File: src/rtl/vpic_pkg.sv
package vpic_pkg;
  localparam int VEC_W = 16;
  typedef logic [VEC_W-1:0] vec_t;

  // Vector address of maskable line idx: base plus a fixed stride per line.
  function automatic vec_t line_vector(input vec_t base, input vec_t step, input int idx);
    return base + vec_t'(idx) * step;
  endfunction

  // Index of the highest set bit of an eligibility vector, or -1 when none.
  function automatic int highest_set(input logic [31:0] bits, input int width);
    int found;
    found = -1;
    for (int i = 0; i < width; i++) begin
      if (bits[i]) found = i;
    end
    return found;
  endfunction
endpackage

File: src/rtl/vpic_nmi_edge.sv
module vpic_nmi_edge (
  input  logic clk,
  input  logic rst_n,
  input  logic irq_nmi,
  input  logic take_nmi,
  output logic nmi_pend
);
  logic nmi_q;
  logic nmi_rise;

  assign nmi_rise = irq_nmi & ~nmi_q;

  always_ff @(posedge clk) begin
    if (!rst_n) begin
      nmi_q    <= 1'b1;
      nmi_pend <= 1'b0;
    end else begin
      nmi_q    <= irq_nmi;
      nmi_pend <= nmi_rise | (nmi_pend & ~take_nmi);
    end
  end


  nmi_clear_only_on_take_chk: assert property (@(posedge clk) disable iff (!rst_n)
    $fell(nmi_pend) |-> $past(take_nmi));


  nmi_take_needs_pend_chk: assert property (@(posedge clk) disable iff (!rst_n)
    take_nmi |-> nmi_pend);
endmodule

File: src/rtl/vpic_enable_regs.sv
module vpic_enable_regs #(
  parameter int N_LINES = 3
) (
  input  logic               clk,
  input  logic               rst_n,
  input  logic               cmd_en,
  input  logic               cmd_dis,
  input  logic               cmd_mask_wr,
  input  logic [N_LINES-1:0] mask_wdata,
  input  logic               take_mask,
  output logic               gie,
  output logic [N_LINES-1:0] mask
);
  always_ff @(posedge clk) begin
    if (!rst_n) begin
      gie  <= 1'b0;
      mask <= '1;
    end else begin
      if (take_mask || cmd_dis) gie <= 1'b0;
      else if (cmd_en)          gie <= 1'b1;
      if (cmd_mask_wr) mask <= mask_wdata;
    end
  end


  gie_auto_clear_chk: assert property (@(posedge clk) disable iff (!rst_n)
    take_mask |=> !gie);


  gie_set_chk: assert property (@(posedge clk) disable iff (!rst_n)
    (cmd_en && !cmd_dis && !take_mask) |=> gie);


  gie_clear_chk: assert property (@(posedge clk) disable iff (!rst_n)
    cmd_dis |=> !gie);


  mask_load_chk: assert property (@(posedge clk) disable iff (!rst_n)
    cmd_mask_wr |=> (mask == $past(mask_wdata)));
endmodule

File: src/rtl/vpic_arbiter.sv
module vpic_arbiter
  import vpic_pkg::*;
#(
  parameter int   N_LINES  = 3,
  parameter vec_t NMI_VEC  = 16'h0024,
  parameter vec_t MSK_BASE = 16'h002C,
  parameter vec_t MSK_STEP = 16'h0008
) (
  input  logic               clk,
  input  logic               rst_n,
  input  logic               boundary,
  input  logic               nmi_pend,
  input  logic [N_LINES-1:0] req_lvl,
  input  logic [N_LINES-1:0] mask,
  input  logic               gie,
  output logic               take,
  output logic               take_nmi,
  output logic               take_mask,
  output logic [N_LINES-1:0] grant,
  output vec_t               vector
);
  logic [N_LINES-1:0] elig;
  logic [31:0]        elig_w;
  int                 win_idx;

  for (genvar g = 0; g < N_LINES; g++) begin : g_elig
    assign elig[g] = req_lvl[g] & ~mask[g] & gie;
  end

  assign elig_w = 32'(elig);

  always_comb begin
    win_idx = highest_set(elig_w, N_LINES);
    grant   = '0;
    if (boundary && !nmi_pend && win_idx >= 0) grant[win_idx] = 1'b1;
  end

  assign take_nmi  = boundary & nmi_pend;
  assign take_mask = |grant;
  assign take      = take_nmi | take_mask;

  always_comb begin
    if (take_nmi)       vector = NMI_VEC;
    else if (take_mask) vector = line_vector(MSK_BASE, MSK_STEP, win_idx);
    else                vector = '0;
  end


  grant_onehot_chk: assert property (@(posedge clk) disable iff (!rst_n)
    $onehot0(grant));


  grant_eligible_chk: assert property (@(posedge clk) disable iff (!rst_n)
    take_mask |-> (gie && ((grant & mask) == '0) && ((grant & req_lvl) == grant)));
endmodule

File: src/rtl/vpic_top.sv
module vpic_top
  import vpic_pkg::*;
#(
  parameter int   N_LINES  = 3,
  parameter vec_t NMI_VEC  = 16'h0024,
  parameter vec_t MSK_BASE = 16'h002C,
  parameter vec_t MSK_STEP = 16'h0008,
  localparam int  STAT_W   = 2 * N_LINES + 2
) (
  input  logic               clk,
  input  logic               rst_n,
  input  logic               irq_nmi,
  input  logic [N_LINES-1:0] irq_m,
  input  logic               boundary,
  input  logic               cmd_en,
  input  logic               cmd_dis,
  input  logic               cmd_mask_wr,
  input  logic [N_LINES-1:0] mask_wdata,
  output logic               take,
  output logic               push_pc,
  output logic [VEC_W-1:0]   vector,
  output logic [STAT_W-1:0]  status
);
  logic               nmi_pend;
  logic               take_nmi;
  logic               take_mask;
  logic               gie;
  logic [N_LINES-1:0] mask;
  logic [N_LINES-1:0] grant;

  vpic_nmi_edge u_nmi (
    .clk      (clk),
    .rst_n    (rst_n),
    .irq_nmi  (irq_nmi),
    .take_nmi (take_nmi),
    .nmi_pend (nmi_pend)
  );

  vpic_enable_regs #(.N_LINES(N_LINES)) u_regs (
    .clk         (clk),
    .rst_n       (rst_n),
    .cmd_en      (cmd_en),
    .cmd_dis     (cmd_dis),
    .cmd_mask_wr (cmd_mask_wr),
    .mask_wdata  (mask_wdata),
    .take_mask   (take_mask),
    .gie         (gie),
    .mask        (mask)
  );

  vpic_arbiter #(
    .N_LINES  (N_LINES),
    .NMI_VEC  (NMI_VEC),
    .MSK_BASE (MSK_BASE),
    .MSK_STEP (MSK_STEP)
  ) u_arb (
    .clk       (clk),
    .rst_n     (rst_n),
    .boundary  (boundary),
    .nmi_pend  (nmi_pend),
    .req_lvl   (irq_m),
    .mask      (mask),
    .gie       (gie),
    .take      (take),
    .take_nmi  (take_nmi),
    .take_mask (take_mask),
    .grant     (grant),
    .vector    (vector)
  );

  assign push_pc = take;
  assign status  = {nmi_pend, irq_m, gie, mask};


  take_at_boundary_chk: assert property (@(posedge clk) disable iff (!rst_n)
    take |-> boundary);


  nmi_wins_chk: assert property (@(posedge clk) disable iff (!rst_n)
    (boundary && nmi_pend) |-> (take && vector == NMI_VEC && grant == '0));


  nmi_keeps_gie_chk: assert property (@(posedge clk) disable iff (!rst_n)
    (take_nmi && !cmd_en && !cmd_dis) |=> (gie == $past(gie)));
endmodule

File: config.mk
export PLATFORM = sky130hd
export DESIGN_NAME = vpic_top
export DESIGN_NICKNAME = d
export VERILOG_FILES = /design/src/rtl/vpic_pkg.sv /design/src/rtl/vpic_nmi_edge.sv /design/src/rtl/vpic_enable_regs.sv /design/src/rtl/vpic_arbiter.sv /design/src/rtl/vpic_top.sv
export SDC_FILE = /design/constraint.sdc
export NUM_CORES = 1
export LEC_CHECK = 0
export BUFFER_PORTS_ARGS = -buffer_cell sky130_fd_sc_hd__buf_2
export CORE_UTILIZATION = 40
export CTS_CLUSTER_SIZE = 25
export DETAILED_ROUTE_END_ITERATION = 6
export PLACE_DENSITY = 0.85
export SYNTH_ARGS = -nofsm -noshare
export SYNTH_HDL_FRONTEND = slang
export SYNTH_SLANG_ARGS = --single-unit
File: constraint.sdc
create_clock -name clk -period 2.9 [get_ports clk]
set_clock_uncertainty 0.15 [all_clocks]
set_input_delay 0.29 -clock clk [delete_from_list [all_inputs] [get_ports clk]]
set_output_delay 0.29 -clock clk [all_outputs]
set_load 0.01 [all_outputs]
==> impl_metrics.ini <==
[clock_tree]
cts_hold_buffers = 0
cts.sinks = 6
postCtsResizedCells = 0
root_buffer = clkbuf_4
cts_max_level = 1
cts-buffers-inserted = 3
clk_latency_ns = 0.24
cts_tree = built
postCtsSetupBuffers = 0
clk_path_buf_depth = 2
clk_pin_slew_ns = 0.04

[place]
dp_cells = 108
dp_hpwl_um = 980
io_buffers = 31
dpl-instance-area_um2 = 642
place.gp.congestion = 0.830

[setup_path]
timing.rr.end = u_regs.gie$_SDFFE_PP0P_
r2r_start = u_regs.gie$_SDFFE_PP0P_
path_class = reg2out
rrSetupSlack_ns = 0.90
endpoint_kind = output pin
crit_chain = and3b_1, a21o_2, ha_1, o21a_1, o21ai_1, a211oi_1, buf_2
slowest_stage = dfxtp_1
slowest_delay_ns = 0.49
critPathRequiredTime_ns = 2.46
reg2regPathDepth = 6
crit_arrival_ns = 2.21
cp-start-kind = register
worstPathMaxFanout = 10

[pwr]
leakagePower_uw = 0.000372
p_per_area_nw_per_um2 = 325
peakVddDrop_mv = 0.193
p_total_uw = 216

[worst_hold_path]
hold_depth = 3
min_from = irq_nmi
worstHoldEndpoint = u_nmi.nmi_q$_SDFF_PN1_
hold_class = in2reg

[run_status]
status = finished clean

[floorplanning]
dieArea_um2 = 1650
pin_count = 39
chipHeight_um = 40.6
die_w_um = 40.6
core_um2 = 1350
start_util_pct = 44.1
rows = 13

[routing]
num_vias = 546
drc_errors = 0
first_pass_iters = 4
drt_iter0_markers = 10
wl_um = 1150
wl_per_cell_um = 10.4
vias_per_cell = 4.92
drtAntennaViolNets = 0

[finish]
antenna_cells = 0
nFillCells = 136
multi_input_area_um2 = 333
drive_gt1_share_pct = 37.5
area_growth_pct = 11.6
final_cell_count_no_fill = 111
regArea_um2 = 120
final_nets = 115
fin_area_um2 = 664

[synthesis]
synth_area_um2 = 596
yosys-top-cells-area = buf_4, dfxtp_1, ha_1
synth_top_cell_area_share_pct = 21.4
yosysTopAreaCell = buf_4
syn_area_per_cell_um2 = 7.94
yosys-top-cells-count = buf_4, nand2_1, a21oi_1, dfxtp_1
synthCells = 75
synthArstFlopShare_pct = 0
synth.distinct_cells = 24
synth_edf_count = 0
ys_warn_count = 0
yosysSeqAreaShare_pct = 20.2
synth-seq-cells = 6
synth_ff_type = dfxtp_1
yosysMostFrequentCell = buf_4

[timing]
timing.setup.tns_ns = 0
hold_violations = 0
fmax_mhz = 377
fin_crit_sh_pct = 91.4
finalMaxSlewViolations = 0
setup_viol = 0
grt_setup_unrepaired = false
fin_crit_ns = 2.65
holdWs_ns = 0.0873

[global_route]
grt_pass1_vias = 414
grt_max_degree = 11
globalRoute.totalOverflow = 0
antenna_found_initial = 0
track_usage_pct = 15.6
grt_pass1_wl_um = 1710

[job]
maxCapViolCount = 0
==> sequential cells by signal, summed over array words and instances, names as in the netlist <==
| name | flops |
|---|---|
| u_regs.gie | 1 |
| u_nmi.nmi_q | 1 |
| u_regs.mask | 3 |
| u_nmi.nmi_pend | 1 |
==> worst max-delay path, delay by kind of cell (launching register included) <==
kind                     cells  cell delay (ns)
flip-flops                   1             0.49
AND/OR/NAND/NOR              1             0.37
buffers and inverters        1             0.19
AO/OA/AOI/OAI                4             0.80
adder cells (fa/ha/maj)      1             0.13
==> where the power goes <==
| group | internal [µW] | total, µW | switching (µW) |
|---|---|---|---|
| Clock | 46.8 | 76.4 | 29.6 |
| Combinational | 20.2 | 47.7 | 27.5 |
| Sequential | 87.3 | 91.9 | 4.61 |
| Total | 154 | 216 | 61.7 |
==> logic make-up (layout without fill, tap and decap cells) <==
logic type | after synthesis | in the layout | share of synthesized area [%]
other | 1 | 7 | 0.630
multiplexers | 3 | 3 | 5.04
buffers and inverters | 23 | 38 | 27.7
AND/OR/NAND/NOR | 23 | 23 | 18.9
adder cells (fa/ha/maj) | 4 | 4 | 8.40
flip-flops | 6 | 6 | 20.2
AO/OA/AOI/OAI | 15 | 15 | 19.1
==> cells in the final DEF, fill, tap and decap left out <==
cell type / count
a2111oi_4: 1
a21o_2: 1
mux2i_1: 3
dfxtp_1: 6
inv_1: 4
nand2b_1: 2
clkbuf_4: 3
and2_1: 1
nor2b_1: 3
buf_2: 31
nand2_1: 9
o21ai_1: 1
and3b_1: 1
nand3_1: 2
a211oi_1: 1
nand3b_1: 1
o21ai_0: 1
o22ai_1: 1
o21a_1: 2
a21oi_1: 6
nor2_1: 4
a221oi_1: 1
ha_1: 4
conb_1: 7
==> final cells by class <==
cell class                      instances  area share, %
Sequential cell                         6           18.1
Multi-Input combinational cell         52           50.1
Tap cell                               15           2.82
Inverter                                4           2.26
Timing Repair Buffer                   31           23.4
Clock buffer                            3           3.39
==> per-layer routing <==
metal	share of wire [%]	GRT usage, %
met5	0	0
met4	1.8	11.7
met3	4.5	0.556
met2	54	28.2
met1	39	16.9
==> stage by stage <==
step,util [%],worst slack (ns)
after floorplan,-,0.467
after global placement,47.5,0.604
after detailed placement,47.5,0.477
after CTS,49.2,0.239
after global routing,49.2,0.0332
final,49.2,0.248
==> how the worst max path moves through the flow <==
stage	cells past startpoint	slack [ns]	end	from
after floorplan	9	0.47	vector[12]	u_regs.gie$_SDFFE_PP0P_
after global placement	9	0.60	vector[8]	irq_m[1]
after detailed placement	9	0.48	vector[12]	irq_m[1]
after CTS	7	0.24	vector[12]	u_regs.gie$_SDFFE_PP0P_
after global routing	7	0.03	vector[8]	u_regs.gie$_SDFFE_PP0P_
final	7	0.25	vector[12]	u_regs.gie$_SDFFE_PP0P_
Note: power is estimated with default switching activity, not from simulation.
